$ cat src/rtl/trv_pkg.sv
// Package: shared constants, tap positions and the phase type for the
// serial-load Trivium engine. The tap indices are zero-based: state bit sN
// of the cipher lives at vector index N-1.
package trv_pkg;
    localparam int STATE_W = 288;
    // zero-based heads of the three shift segments
    localparam int HEAD_A = 0;
    localparam int HEAD_B = 93;
    localparam int HEAD_C = 177;
    // output taps of each segment
    localparam int TAP_A_MID = 65;
    localparam int TAP_A_END = 92;
    localparam int TAP_B_MID = 161;
    localparam int TAP_B_END = 176;
    localparam int TAP_C_MID = 242;
    localparam int TAP_C_END = 287;
    // AND pairs and cross taps of the nonlinear feedback
    localparam int AND_A = 90;
    localparam int AND_B = 174;
    localparam int AND_C = 285;
    localparam int CROSS_A = 170;
    localparam int CROSS_B = 263;
    localparam int CROSS_C = 68;

    typedef enum logic [2:0] {
        PH_IDLE,
        PH_LOAD,
        PH_READY,
        PH_WARM,
        PH_STREAM
    } phase_t;

    // Value the state takes on reset and on a session abort
    function automatic logic [STATE_W-1:0] reset_state();
        logic [STATE_W-1:0] v;
        v = '0;
        v[STATE_W-1 -: 3] = 3'b111;
        return v;
    endfunction
endpackage

$ cat src/rtl/trv_state.sv
// Module: trv_state
// Holds the 288-bit cipher state and picks its next value: hold, a serial
// load shift (optionally starting from the reset value), or a cipher update.
// Assumes the controller never asserts shift_in and advance together.
module trv_state
    import trv_pkg::*;
(
    input  logic clk,
    input  logic rst_n,
    input  logic shift_in,
    input  logic clear,
    input  logic advance,
    input  logic key_bit,
    input  logic iv_bit,
    output logic z
);
    logic [STATE_W-1:0] st;
    logic [STATE_W-1:0] base;
    logic [STATE_W-1:0] st_next;
    logic t1, t2, t3;
    logic n1, n2, n3;

    // Linear taps and the keystream bit
    always_comb begin
        t1 = st[TAP_A_MID] ^ st[TAP_A_END];
        t2 = st[TAP_B_MID] ^ st[TAP_B_END];
        t3 = st[TAP_C_MID] ^ st[TAP_C_END];
        z  = t1 ^ t2 ^ t3;
    end

    // Nonlinear feedback into the segment heads
    always_comb begin
        n1 = t1 ^ (st[AND_A] & st[AND_A+1]) ^ st[CROSS_A];
        n2 = t2 ^ (st[AND_B] & st[AND_B+1]) ^ st[CROSS_B];
        n3 = t3 ^ (st[AND_C] & st[AND_C+1]) ^ st[CROSS_C];
    end

    // Next-state selection between hold, serial load and cipher update
    always_comb begin
        base    = clear ? reset_state() : st;
        st_next = st;
        if (shift_in) begin
            st_next = {base[STATE_W-1:HEAD_C], base[HEAD_C-2:HEAD_B], iv_bit,
                       base[HEAD_B-2:HEAD_A], key_bit};
        end else if (advance) begin
            st_next = {st[STATE_W-2:HEAD_C], n2, st[HEAD_C-2:HEAD_B], n1,
                       st[HEAD_B-2:HEAD_A], n3};
        end
    end

    // State register with synchronous active-low reset
    always_ff @(posedge clk) begin
        if (!rst_n) st <= reset_state();
        else        st <= st_next;
    end
endmodule

$ cat src/rtl/trv_ctrl.sv
// Module: trv_ctrl
// Session controller: counts the serial load bits, runs the warm-up rounds,
// and tells the state register when to clear, shift in or advance.
// A load strobe always wins over start.
module trv_ctrl
    import trv_pkg::*;
#(
    parameter int LOAD_BITS   = 80,
    parameter int WARM_ROUNDS = 1152
) (
    input  logic   clk,
    input  logic   rst_n,
    input  logic   load,
    input  logic   start,
    output phase_t phase,
    output logic   do_clear,
    output logic   do_advance
);
    localparam int LDW = $clog2(LOAD_BITS);
    localparam int WRW = $clog2(WARM_ROUNDS);
    localparam logic [LDW-1:0] LD_LAST = LDW'(LOAD_BITS - 1);
    localparam logic [WRW-1:0] WR_LAST = WRW'(WARM_ROUNDS - 1);

    logic [LDW-1:0] ld_cnt;
    logic [WRW-1:0] wr_cnt;

    // A strobe outside an ongoing load restarts from the reset state
    assign do_clear   = load && (phase == PH_READY || phase == PH_WARM ||
                                 phase == PH_STREAM);
    // The cipher advances during warm-up and streaming unless a load aborts
    assign do_advance = !load && (phase == PH_WARM || phase == PH_STREAM);

    // Phase sequencing together with the load and warm-up counters
    always_ff @(posedge clk) begin
        if (!rst_n) begin
            phase  <= PH_IDLE;
            ld_cnt <= '0;
            wr_cnt <= '0;
        end else if (load) begin
            wr_cnt <= '0;
            if (phase == PH_LOAD) begin
                if (ld_cnt == LD_LAST) begin
                    phase  <= PH_READY;
                    ld_cnt <= '0;
                end else begin
                    ld_cnt <= ld_cnt + 1'b1;
                end
            end else begin
                phase  <= PH_LOAD;
                ld_cnt <= LDW'(1);
            end
        end else begin
            case (phase)
                PH_READY: if (start) begin
                    phase  <= PH_WARM;
                    wr_cnt <= '0;
                end
                PH_WARM: begin
                    if (wr_cnt == WR_LAST) phase <= PH_STREAM;
                    else                   wr_cnt <= wr_cnt + 1'b1;
                end
                default: ;
            endcase
        end
    end
endmodule

$ cat src/rtl/trv_keystream.sv
// Module: trv_keystream (top)
// Trivium keystream generator whose key and IV are loaded serially, followed
// by a silent warm-up and then one keystream bit per clock.
// Assumes key and IV bits arrive highest index first, one pair per load cycle.
module trv_keystream
    import trv_pkg::*;
#(
    parameter int LOAD_BITS   = 80,
    parameter int WARM_ROUNDS = 1152
) (
    input  logic clk,
    input  logic rst_n,
    input  logic load,
    input  logic key_bit,
    input  logic iv_bit,
    input  logic start,
    output logic ks_bit,
    output logic ks_valid,
    output logic busy
);
    phase_t phase;
    logic   do_clear;
    logic   do_advance;
    logic   z;

    trv_ctrl #(
        .LOAD_BITS  (LOAD_BITS),
        .WARM_ROUNDS(WARM_ROUNDS)
    ) u_ctrl (
        .clk       (clk),
        .rst_n     (rst_n),
        .load      (load),
        .start     (start),
        .phase     (phase),
        .do_clear  (do_clear),
        .do_advance(do_advance)
    );

    trv_state u_state (
        .clk     (clk),
        .rst_n   (rst_n),
        .shift_in(load),
        .clear   (do_clear),
        .advance (do_advance),
        .key_bit (key_bit),
        .iv_bit  (iv_bit),
        .z       (z)
    );

    // Output flags follow the phase; the keystream is gated when not valid
    always_comb begin
        ks_valid = (phase == PH_STREAM);
        busy     = (phase == PH_WARM);
        ks_bit   = ks_valid & z;
    end
endmodule

$ cat config.mk
export PLATFORM = sky130hd
export DESIGN_NAME = trv_keystream
export DESIGN_NICKNAME = d
export VERILOG_FILES = /design/src/rtl/trv_pkg.sv /design/src/rtl/trv_state.sv /design/src/rtl/trv_ctrl.sv /design/src/rtl/trv_keystream.sv
export SDC_FILE = /design/constraint.sdc
export NUM_CORES = 1
export LEC_CHECK = 0
export ABC_CLOCK_PERIOD_IN_PS = 2200
export BUFFER_PORTS_ARGS = -buffer_cell sky130_fd_sc_hd__buf_2
export CORE_ASPECT_RATIO = 1.25
export CORE_MARGIN = 1
export CORE_UTILIZATION = 41
export CTS_CLUSTER_DIAMETER = 100
export DETAILED_ROUTE_END_ITERATION = 12
export PLACE_DENSITY_LB_ADDON = 0.1
export SLEW_MARGIN = 25
export SYNTH_ARGS = -nofsm -noshare
export SYNTH_HDL_FRONTEND = slang
export SYNTH_SLANG_ARGS = --single-unit
$ cat constraint.sdc
create_clock -name clk -period 2.2 [get_ports clk]
set_input_delay 0.11 -clock clk [delete_from_list [all_inputs] [get_ports clk]]
set_output_delay 0.11 -clock clk [all_outputs]
set_load 0.01 [all_outputs]
Yosys cells after proc, flatten, opt, wreduce, memory -nomap -nowiden
Cells that the tools add are included.
- register bits: 309
- bits in latches: 0
- RAM bits: 0
- memory bits (read-only): 0
- input bits: 6
- word-level logic and storage cells: 62
- memories kept: 0
- add/sub/neg operators: 2
- multiply operators: 0
- divide/modulo/power cells: 0
- order comparisons: 0
- equality and inequality tests: 12
- shifts and indexed selects: 0
- mux-type cells: 14
- bitwise operators: 16
- reduce and logical (&&, ||, !) cells: 13
- operators by type and width (kind ; count):
    2-to-1 mux 288 bit ; 3
    2-to-1 mux 11 bit ; 2
    case mux 11 bit (2 select lines) ; 1
    2-to-1 mux 3 bit ; 5
    2-to-1 mux 7 bit ; 2
    adder 11 x 1 -> 11 bit (second input constant) ; 1
    equality test 11 bit (second input constant) ; 1
    bitwise XOR 1 bit ; 11
    adder 7 x 1 -> 7 bit (second input constant) ; 1
    equality test 7 bit (second input constant) ; 1
    equality test 3 x 2 -> 1 bit (second input constant) ; 2
    inequality test 3 bit (second input constant) ; 2
    case mux 3 bit (2 select lines) ; 1
    bitwise AND 1 bit ; 4
    inequality test 2 bit (second input constant) ; 2
    AND reduction 4 bit ; 1
    nonzero test 2 bit ; 2
    equality test 3 x 1 -> 1 bit (second input constant) ; 1
    equality test 3 bit (second input constant) ; 1
    logical OR 1 bit ; 3
    inequality test 3 x 2 -> 1 bit (second input constant) ; 1
    AND reduction 3 bit ; 1
    nonzero test 3 bit ; 1
    logical AND 1 bit ; 2
    5 further kinds ; 5

Longest topological paths before layout
Gate-level depths: netlist of run 1.
- word-level depth: 6
- gate-level depth with buffers: 8
- mapped depth without buffers: 5

Modules after synthesis
Synthesis of run 1 repeated with hierarchy kept, for this count alone.
- cell total of the unflattened synthesis: 963
- area, all modules: 10958.0 um2
- modules (own cells, without submodules) (module ; instances ; cells each ; area each (um2) ; seq. area each (um2)):
    trv_state ; 1 ; 810 ; 9628.0 ; 5765.5
    trv_ctrl ; 1 ; 150 ; 1300.0 ; 420.4
    trv_keystream ; 1 ; 3 ; 30.0 ; 0.0

Worst setup path before layout of run 1
No wires, ideal clock.
- path type: register to register
- start: register u_ctrl.wr_cnt[0]
- end: register u_ctrl.wr_cnt[10]
- setup time: 0.075 ns
- arrival time: 1.646 ns
- path slack: 0.479 ns
- cell stages (with the launch flop): 7
- path through: dfxtp_1 ha_1 and4_4 and4_4 buf_2 or4_1 a31oi_1
- word-level cells in the longest chain between the ends: 3
- elaborated cells between the ends (all ways): 6
- classes of those cells: add/sub (1); eq/ne (2); mux (2); reduce/logical (1)
- ends and longest elaborated chain (item ; line ; source):
    from (decl) ; trv_ctrl.sv:25 ; logic [WRW-1:0] wr_cnt;
    from (signal assigned) ; trv_ctrl.sv:60 ; else wr_cnt <= wr_cnt + 1'b1;
    adder 11 x 1 -> 11 bit / equality test 11 bit (equally long branches) ; trv_ctrl.sv:60, trv_ctrl.sv:59 ;
    2-to-1 mux 11 bit / inequality test 2 bit (equally long branches) ; n/a ;
    case mux 11 bit (2 select lines) / AND reduction 3 bit (equally long branches) ; n/a ;
Parallel ways exist; a longest one is shown, timed or not. The select of a mux whose other input is x is not followed.
A chain may end at the register's enable or synchronous reset.

Worst setup path in the final report of run 1
- start: register u_ctrl.wr_cnt[0]
- end: register u_ctrl.wr_cnt[2]
The elaborated chain is that of the path after synthesis.

==> parameters.txt, run 1 <==
Parameter                              Value

Worst setup path
  Arrival time worst endpoint    2.38 ns
  Highest fanout seen on the critical path    8
  CP required    2.58 ns
  Crit Path Class    reg2reg
  Worst-case reg-to-reg path depth    5
  Flop-to-flop setup slack    0.20 ns
  Kind of launch point of the worst setup path    flop
  Category of the worst setup path capture point    flop

Synth
  Flip-flop cell with the highest count after synthesis    sky130_fd_sc_hd__dfxtp_1
  Count of flip-flops with a built-in enable after synthesis    0
  Commonest cells post-synth    309 x sky130_fd_sc_hd__dfxtp_1, 174 x sky130_fd_sc_hd__a22o_1, 123 x sky130_fd_sc_hd__nor2_1
  Post-Syn Nets    about 960
  Synthesized area per cell    11.0 µm²
  Proportion of synthesized flip-flops having asynchronous set or reset    0%
  Number of distinct library cells after synthesis    60
  Dominant cell by count in the synthesized netlist    sky130_fd_sc_hd__dfxtp_1
  Yosys synthesis warning count    0
  Gate count after technology mapping    around 950
  Cell area after technology mapping    10400 µm²
  Register bit count reported by yosys    309
  Ranking of synthesized cells by area    sky130_fd_sc_hd__dfxtp_1 59%, sky130_fd_sc_hd__a22o_1 15%, sky130_fd_sc_hd__a22oi_1 7.8%
  Cell type with the largest total area after synthesis    sky130_fd_sc_hd__dfxtp_1
  Post-synth top area share    59.2%
  Register area share after synthesis    59.2%

Finish
  Number of antenna cells inserted    0
  Total Nets Final    955
  Layout area overhead    15.4%
  Final non-filler cell area    12100 µm²
  Share of final-layout standard cells stronger than drive strength 1    11.5%

Routing
  DRT antenna net count    0
  Total length of routed met3 wires    764 µm
  Total length of routed met2 wires    8.08 mm
  Per-cell via count in the routed design    roughly 5.4
  Metal-1 WL    9.64 mm
  Vias after detailed routing    between 7000 and 8000
  Routed wire per std cell    14.5 µm
  First-pass detailed-route iteration total    5
  Number of design-rule violations left by the first detailed-router iteration    437
  Routed wire length    18.9 mm
  Top layer used by detailed routing    met4
  Number of DRC violations after detailed routing    0

Global route
  Number of global-route vias before repair    ~6600
  Initial antenna violation count    0
  Total routing usage reported by global routing    14.4%
  Gr ovfl total    0
  Largest net degree at the start of global routing    112
  Wire length of the first global-routing pass    31.7 mm

Flow run
  Number of maximum-capacitance constraint violations    0

CTS
  Clock-pin slew of the registers on the worst-case setup and hold paths    0.06 ns
  CTS HTree Levels    2
  Number of buffers created by CTS    34
  Root Buffer Master    sky130_fd_sc_hd__clkbuf_16
  Number of sinks handled by clock tree synthesis    309
  Worst skew pair latency    0.50 ns
  Number of post-CTS setup repair buffers    0
  CTS tree    yes
  Number of buffers between clock root and the deepest sink    3

Placed design
  Final weighted congestion in routability-driven placement    0.701
  Cell Area, Placed    between 10000 and 15000 µm²
  # port buffers    8
  Detailed placement HPWL    10.4 mm

Power and ir drop
  P_int    9.09 mW
  Leakage power summed over all cells    4.50 nW
  Clock share of power    46.2%
  Sequential fraction of design power    approximately 48%
  Comb power frac    5.6%
  IR drop worst, VDD    0.000655 V
  Power density of the placed cells    971 nW/µm²
  Proportion of total power due to net switching    22.3%
  Total net switching power    about 2.6 mW

Floorplanning
  Die Wd    145 µm
  Std cell rows    64
  Die area    26100 µm²
  Io pins    9
  Initial Utilization    between 40% and 50%
  Vertical die dimension    180 µm
  Placeable core region    24700 µm²

STA
  Final count of negative-setup-slack endpoints    0
  Highest clock rate    roughly 500 MHz
  Total count of max-transition violations in the final report    0
  Share of the clock period used by the worst path    90.7%
  Worst setup skew after layout    between 0.015 and 0.02 ns
  Hold Fails Final Rpt    0
  Setup repair after global routing missed its margin    false
  Aggregate negative setup slack    0 ns
  Min cycle time layout    2.00 ns
  Worst slew pin tran    0.792 ns
  Max-slew headroom at the worst pin    a little under half

Outcome
  Run status    finished, final reports clean

Worst hold path
  Hold depth    4
  Type of the most critical hold path    in2reg
-- sequential cells by signal, indices dropped and copies added (netlist names) --
register,cells
u_ctrl.wr_cnt,11
u_ctrl.phase,3
u_state.st,288
u_ctrl.ld_cnt,7
-- final cells by class --
class                   count  area (µm²)
well taps                 330         413
fillers                  2283       12700
clock inverters             9        92.6
multi-input cells         551        3860
flip-flops and latches    309        6190
repair buffers             45         485
clock buffers              51         996
inverters                   6        23.8
-- what timing repair did --
item	in CTS	in global routing
hold buffers	2	0
resized for setup	0	0
endpoints found under the hold margin	2	0
setup endpoints to repair	0	19
-- critical path: stages, from the launching register on --
cell and delay (ns):
sky130_fd_sc_hd__dfxtp_1 0.39, sky130_fd_sc_hd__ha_1 0.26, sky130_fd_sc_hd__and4_4 0.29, sky130_fd_sc_hd__nand4_1 0.36, sky130_fd_sc_hd__and3_1 0.34, sky130_fd_sc_hd__o221a_1 0.24
-- routing by layer --
| layer | vias up | GRT usage [%] |
|---|---|---|
| met3 | 29 | 2.90 |
| met2 | 86 | 21.8 |
| met5 | - | 0 |
| met4 | 0 | 4.84 |
| li1 | 3555 | - |
| met1 | 3349 | 20.2 |
-- stage by stage --
step | power, mW | util [%] | cells | setup WS [ns] | hold WS, ns
2_1_floorplan | 6.21 | - | 948 | 0.479 | 0.249
3_3_place_gp | 6.41 | 44.2 | 1237 | 0.167 | 0.347
6_report | 11.7 | 48.7 | 1301 | 0.204 | 0.0204
5_1_grt | 12.2 | 48.7 | 1301 | 0.0866 | 0.0676
4_1_cts | 11.9 | 48.7 | 1299 | 0.136 | 0.00655
3_5_place_dp | 6.41 | 44.2 | 1237 | 0.158 | 0.351
-- placed cells by master (no fill, tap or decap), drive strengths merged, types with 3 or more instances in the layout --
master / instances
o21ai: 21
nor3: 6
a22o: 174
xor3: 3
or3b: 3
nand4: 3
dfxtp: 309
clkbuf: 51
nand3: 14
a31oi: 7
clkinv: 9
a21oi: 9
xnor2: 5
a221o: 3
a22oi: 108
nor2: 124
nand2: 19
buf: 43
o221a: 3
and3: 3
nand2b: 3
inv: 5
and4: 4
-- cells by family (layout without fill, tap and decap cells) --
kind of cell    after synthesis  count (layout)  synth area share, %
xor+xnor                      9               9                 1.19
fa+ha+maj                     2               2                0.240
simple gates                189             190                 8.09
buf+inv                      90             111                 4.32
mux                           2               2                0.192
compound gates              347             348                 26.7
flops                       309             309                 59.2
-- final timing paths --
| check | endpoint | from |
|---|---|---|
| worst max-delay path | u_ctrl.wr_cnt[2] | u_ctrl.wr_cnt[0] |
| worst min-delay path | u_ctrl.phase[0] | start |
| worst max register to register | u_ctrl.wr_cnt[2] | u_ctrl.wr_cnt[0] |
| worst min register to register | u_state.st[1] | u_state.st[0] |
-- power by group through the flow --
stage                     sequential (mW)  combinational (mW)  clock, mW
final                                5.64               0.657       5.40
after detailed placement             5.76               0.645          0
after global routing                 5.64               0.725       5.84
after floorplan                      5.76               0.449          0
after CTS                            5.64               0.648       5.60
after global placement               5.76               0.649          0
Power figures use the tool's default switching activity.
==> run 2, diff against run 1 <==
--- a/config.mk
+++ b/config.mk
@@ -12,6 +12,7 @@
 export CORE_UTILIZATION = 41
 export CTS_CLUSTER_DIAMETER = 100
 export DETAILED_ROUTE_END_ITERATION = 12
+export HOLD_SLACK_MARGIN = 0.1
 export PLACE_DENSITY_LB_ADDON = 0.1
 export SLEW_MARGIN = 25
 export SYNTH_ARGS = -nofsm -noshare
==> run 2 against run 1 <==
Die area stayed put; critical path depth stayed put; maximum frequency is 0.19% lower; flip-flop and latch count stayed put; clock power hardly changed; register-to-register slack hardly changed; clock skew hardly changed; first-iteration DRC count is 3.9% lower; via count is 0.31% higher; global-route usage is 0.079 points higher; wire length hardly changed; sequential power hardly changed; critical path type unchanged; largest power group unchanged.
==> parameters.txt, run 2 (same netlist as run 1, synthesis figures left out) <==
Parameter                              Value

Worst setup path
  Highest fanout seen on the critical path    8
  Cell class contributing the biggest share of worst-path delay    simple AND/OR/NAND/NOR gates
  CP required    2.58 ns
  Crit Path Class    reg2reg
  Cell at the slowest stage of the critical path    sky130_fd_sc_hd__dfxtp_1
  Arrival time worst endpoint    2.38 ns
  Category of the worst setup path capture point    flop
  Combined buffer and inverter count along the critical path    0
  Ordered cell list for the critical path    ha_1 > and4_4 > nand4_1 > and3_1 > o221a_1
  Largest incremental delay on the critical path    ~0.39 ns
  Kind of launch point of the worst setup path    flop

STA
  Min cycle time layout    2.00 ns
  Final count of negative-setup-slack endpoints    0
  Aggregate negative setup slack    0 ns
  Hold Fails Final Rpt    0
  Highest clock rate    500 MHz
  Max-slew headroom at the worst pin    46.8%
  Total count of max-transition violations in the final report    0
  Setup repair after global routing missed its margin    false
  Worst slew pin tran    around 0.80 ns
  Share of the clock period used by the worst path    approximately nine tenths
  Worst setup skew after layout    approximately 0.016 ns

Routing
  Number of DRC violations after detailed routing    0
  Number of design-rule violations left by the first detailed-router iteration    420
  Top layer used by detailed routing    met4
  Total length of routed met2 wires    8.17 mm
  Routed wire per std cell    14.4 µm
  Total length of routed met3 wires    736 µm
  DRT antenna net count    0
  Routed wire length    18.9 mm
  Metal-1 WL    9.59 mm
  First-pass detailed-route iteration total    5
  Vias after detailed routing    7041
  Per-cell via count in the routed design    5.39

Floorplanning
  Io pins    9
  Die area    26100 µm²
  Std cell rows    64
  Initial Utilization    42.2%
  Placeable core region    24700 µm²
  Vertical die dimension    180 µm
  Die Wd    145 µm

Placed design
  Final weighted congestion in routability-driven placement    0.701
  # port buffers    8
  Cell Area, Placed    approximately 11000 µm²
  Detailed placement HPWL    10.4 mm

Finish
  Final non-filler cell area    12100 µm²
  Register name with the most flops    u_state.st
  Number of antenna cells inserted    0
  Flip-flop count of the largest register, all copies and words added    288
  Core occupancy in the finished layout    49.0%
  Layout area overhead    16.0%
  Total Nets Final    around 960
  Fill cell instance count of the final layout    2281
  Registers with the most flip-flops    u_state.st: 288 flops, u_ctrl.wr_cnt: 11 flops, u_ctrl.ld_cnt: 7 flops
  Most common cell after layout, fill and taps aside    sky130_fd_sc_hd__dfxtp_1
  Most used cells in the layout excluding fill and tap cells    309 x sky130_fd_sc_hd__dfxtp_1, 174 x sky130_fd_sc_hd__a22o_1, 122 x sky130_fd_sc_hd__nor2_1
  Share of final-layout standard cells stronger than drive strength 1    11.5%

CTS
  Clock-pin slew of the registers on the worst-case setup and hold paths    0.06 ns
  Worst skew pair latency    0.50 ns
  Number of sinks handled by clock tree synthesis    just over 300
  Root Buffer Master    sky130_fd_sc_hd__clkbuf_16
  Number of buffers created by CTS    34
  CTS HTree Levels    2
  Post-CTS Resized    0
  CTS tree    yes
  Number of buffers between clock root and the deepest sink    3

Worst hold path
  Type of the most critical hold path    reg2reg

Outcome
  Run status    finished, final reports clean

Global route
  Total routing usage reported by global routing    14.4%
  Largest net degree at the start of global routing    112
  Number of global-route vias before repair    6683
  Wire length of the first global-routing pass    31.8 mm
  Gr ovfl total    0
  Initial antenna violation count    0

Power and ir drop
  Leakage power summed over all cells    ~4.5 nW
  IR drop worst, VDD    between 0.0006 and 0.0007 V
  Power density of the placed cells    a little under 1000 nW/µm²

Flow run
  Number of maximum-capacitance constraint violations    0
## run 2: cell types whose count changed in the layout (fill, tap and decap cells not counted), sizes merged
cell / previous run / this run
dlygate4sd3: 2 / 8
## run 2: power by group
group | internal (mW) | total (mW) | switching (mW) | leakage, nW
logic | 0.213 | 0.664 | 0.451 | 1.50
registers | 5.62 | 5.64 | 0.0188 | 2.49
clock network | 3.26 | 5.41 | 2.15 | 0.538
total | 9.09 | 11.7 | 2.62 | 4.52
## run 2: worst paths after layout
kind                                  startpoint                to  slack (ns)  cells past startpoint
worst min-delay path               u_state.st[0]     u_state.st[1]        0.47                      1
worst max-delay path            u_ctrl.wr_cnt[0]  u_ctrl.wr_cnt[2]        0.20                      5
worst max register to register  u_ctrl.wr_cnt[0]  u_ctrl.wr_cnt[2]        0.20                      5
worst min register to register     u_state.st[0]     u_state.st[1]        0.47                      1
## run 2: per-stage QoR
step                      instances  total power, mW  setup WS (ns)  hold WS [ns]
after global placement         1237             6.41          0.167         0.347
final                          1307             11.7          0.200         0.467
after detailed placement       1237             6.41          0.158         0.351
after global routing           1307             12.2         0.0866         0.484
after floorplan                 948             6.21          0.479         0.249
after CTS                      1305             11.9          0.136         0.469
## run 2: what timing repair did
| action | CTS | global route |
|---|---|---|
| hold buffers | 8 | 0 |
| endpoints found under the setup margin | 0 | 19 |
| hold endpoints to repair | 8 | 0 |
| setup buffers | 0 | 0 |
## run 2: per-layer routing
| layer | track usage [%] | up-vias |
|---|---|---|
| met5 | 0 | - |
| met2 | 22.1 | 88 |
| met1 | 20.2 | 3358 |
| met3 | 2.90 | 29 |
| li1 | - | 3566 |
| met4 | 4.84 | 0 |
## run 2: layout make-up
class	count	area [µm²]	share of cell area, %
multi-input combinational	551	3860	31.9
tap	330	413	3.41
clock buffer	51	996	8.22
inverter	6	23.8	0.196
timing repair buffer	51	546	4.50
sequential	309	6190	51.1
clock inverter	9	92.6	0.764
## run 2: worst reg2reg max path, cell delays in order (launching register included)
cell and delay, ns:
sky130_fd_sc_hd__dfxtp_1 0.39, sky130_fd_sc_hd__ha_1 0.26, sky130_fd_sc_hd__and4_4 0.29, sky130_fd_sc_hd__nand4_1 0.36
sky130_fd_sc_hd__and3_1 0.34, sky130_fd_sc_hd__o221a_1 0.24
==> run 3, diff against run 2 <==
--- a/config.mk
+++ b/config.mk
@@ -6,12 +6,12 @@
 export NUM_CORES = 1
 export LEC_CHECK = 0
 export ABC_CLOCK_PERIOD_IN_PS = 2200
-export BUFFER_PORTS_ARGS = -buffer_cell sky130_fd_sc_hd__buf_2
 export CORE_ASPECT_RATIO = 1.25
 export CORE_MARGIN = 1
 export CORE_UTILIZATION = 41
 export CTS_CLUSTER_DIAMETER = 100
 export DETAILED_ROUTE_END_ITERATION = 12
+export DONT_BUFFER_PORTS = 1
 export HOLD_SLACK_MARGIN = 0.1
 export PLACE_DENSITY_LB_ADDON = 0.1
 export SLEW_MARGIN = 25
==> run 3 against run 2 <==
Critical path depth is 2 higher; register-to-register slack worse by 0.06 ns; clock skew is 0.0078 ns lower; combinational power is 5.7% lower; count of clock-buffer cells in the layout is 7 lower; first-iteration DRC count is 25% higher; worst setup slack worse by 0.064 ns; final cell count is 2.1% lower; total power is 4.4% higher; critical endpoint is now u_ctrl.phase[0].
==> parameters.txt, run 3 (same netlist as run 1, synthesis figures left out) <==
Parameter                              Value

Outcome
  Run status    finished, final reports clean

Worst setup path
  Category of the worst setup path capture point    flop
  Crit Path Class    reg2reg
  Kind of launch point of the worst setup path    flop
  Arrival time worst endpoint    2.50 ns
  CP required    roughly 2.6 ns
  Highest fanout seen on the critical path    10

Placed design
  # port buffers    0
  Detailed placement HPWL    around 10 mm
  Worst setup slack after placement    approximately 0.17 ns
  Final weighted congestion in routability-driven placement    0.791
  Cell count after placement    1213
  Cell Area, Placed    10800 µm²

STA
  Max-slew headroom at the worst pin    approximately 47%
  Worst slew pin tran    0.791 ns
  Share of the clock period used by the worst path    ~94%
  Highest clock rate    484 MHz
  Final Hold Slack    0.188 ns
  Total count of max-transition violations in the final report    0
  Min cycle time layout    about 2.1 ns
  Post-route worst setup slack    ~0.14 ns
  Aggregate negative setup slack    0 ns
  Hold Fails Final Rpt    0
  Setup repair after global routing missed its margin    false
  Final count of negative-setup-slack endpoints    0
  Worst setup skew after layout    0.00859 ns

Finish
  Core occupancy in the finished layout    around half
  Most used cells in the layout excluding fill and tap cells    308 x sky130_fd_sc_hd__dfxtp_1, 174 x sky130_fd_sc_hd__a22o_1, 122 x sky130_fd_sc_hd__nor2_1
  Final std cells w/o fill    about 1300
  Share of final-layout standard cells stronger than drive strength 1    roughly a tenth
  Layout area overhead    15.6%
  Flip-flop count of the largest register, all copies and words added    288
  Registers with the most flip-flops    u_state.st: 288 flops, u_ctrl.wr_cnt: 11 flops, u_ctrl.ld_cnt: 7 flops
  Final non-filler cell area    12100 µm²
  Number of antenna cells inserted    0
  Most common cell after layout, fill and taps aside    sky130_fd_sc_hd__dfxtp_1
  Register name with the most flops    u_state.st
  Total Nets Final    933

CTS
  CTS tree    yes
  Number of buffers between clock root and the deepest sink    3
  Number of buffers created by CTS    30
  Number of sinks handled by clock tree synthesis    309
  Worst skew pair latency    between 0.5 and 0.6 ns
  Root Buffer Master    sky130_fd_sc_hd__clkbuf_16
  CTS HTree Levels    1
  Clock-pin slew of the registers on the worst-case setup and hold paths    0.06 ns

Global route
  Initial antenna violation count    0
  Largest net degree at the start of global routing    112
  Number of global-route vias before repair    6766
  Wire length of the first global-routing pass    31.5 mm
  Total routing usage reported by global routing    between 10% and 20%
  Gr ovfl total    0

Flow run
  Number of maximum-capacitance constraint violations    0

Worst hold path
  Type of the most critical hold path    in2reg

Routing
  Per-cell via count in the routed design    5.58
  DRT antenna net count    0
  Number of design-rule violations left by the first detailed-router iteration    524
  Routed wire length    18.6 mm
  Vias after detailed routing    7135
  Number of DRC violations after detailed routing    0
  First-pass detailed-route iteration total    8
  Routed wire per std cell    14.5 µm

Power and ir drop
  Power density of the placed cells    between 1000 and 1500 nW/µm²
  IR drop worst, VDD    0.000788 V
  Leakage power summed over all cells    around 4.5 nW
  Total power    12.2 mW

Floorplanning
  Io pins    9
  Initial Utilization    42.2%
  Placeable core region    24700 µm²
  Std cell rows    64
  Die area    ~26000 µm²
  Vertical die dimension    180 µm
  Die Wd    145 µm
[run 3: cell count changes in the layout (fill, tap and decap cells not counted), sizes merged]
cell / previous run / this run
buf: 43 / 21
bufinv: 1 / 8
clkbuf: 51 / 44
clkinv: 9 / 3
clkinvlp: 0 / 1
dlygate4sd3: 8 / 7
inv: 5 / 6
nor2: 124 / 123
[run 3: metal layers]
metal | global-route usage [%] | routed length [µm] | vias up
li1 | - | - | 3510
met1 | 19.4 | 9080 | 3478
met2 | 22.2 | 8370 | 105
met3 | 2.31 | 649 | 42
met4 | 5.35 | 485 | 0
met5 | 0 | 0 | -
[run 3: worst max-delay path, cell delays in order, from the launching register on]
cell	delay (ns)
sky130_fd_sc_hd__dfxtp_1	0.37
sky130_fd_sc_hd__buf_4	0.18
sky130_fd_sc_hd__nand3b_1	0.19
sky130_fd_sc_hd__buf_6	0.19
sky130_fd_sc_hd__nor2_1	0.06
sky130_fd_sc_hd__a221oi_2	0.34
sky130_fd_sc_hd__o2bb2ai_1	0.09
sky130_fd_sc_hd__dlygate4sd3_1	0.55
[run 3: path summary, 6_finish.rpt]
check,from,to,slack (ns),cells past startpoint
worst max-delay path,u_ctrl.phase[1],u_ctrl.phase[0],0.14,7
worst min-delay path,load,u_state.st[1],0.19,4
worst min register to register,u_state.st[96],u_state.st[97],0.47,1
worst max register to register,u_ctrl.phase[1],u_ctrl.phase[0],0.14,7
[run 3: what timing repair did]
item,in CTS,in global routing
hold buffers,7,0
setup endpoints to repair,0,4
resized for setup,0,5
buffers inserted,0,2
endpoints found under the hold margin,143,0
[run 3: final cells by class]
| class | count | area [µm²] |
|---|---|---|
| clock buffers | 44 | 935 |
| well taps | 330 | 413 |
| fillers | 2206 | 12700 |
| multi-input cells | 550 | 3860 |
| repair buffers | 28 | 398 |
| clock inverters | 12 | 263 |
| flip-flops and latches | 309 | 6190 |
| inverters | 6 | 22.5 |
[run 3: where the power goes]
| group | total (mW) | leakage [nW] | internal, mW | switching (mW) |
|---|---|---|---|---|
| Sequential | 5.64 | 2.49 | 5.62 | 0.0216 |
| Clock | 5.97 | 0.588 | 3.87 | 2.10 |
| Combinational | 0.626 | 1.39 | 0.192 | 0.434 |
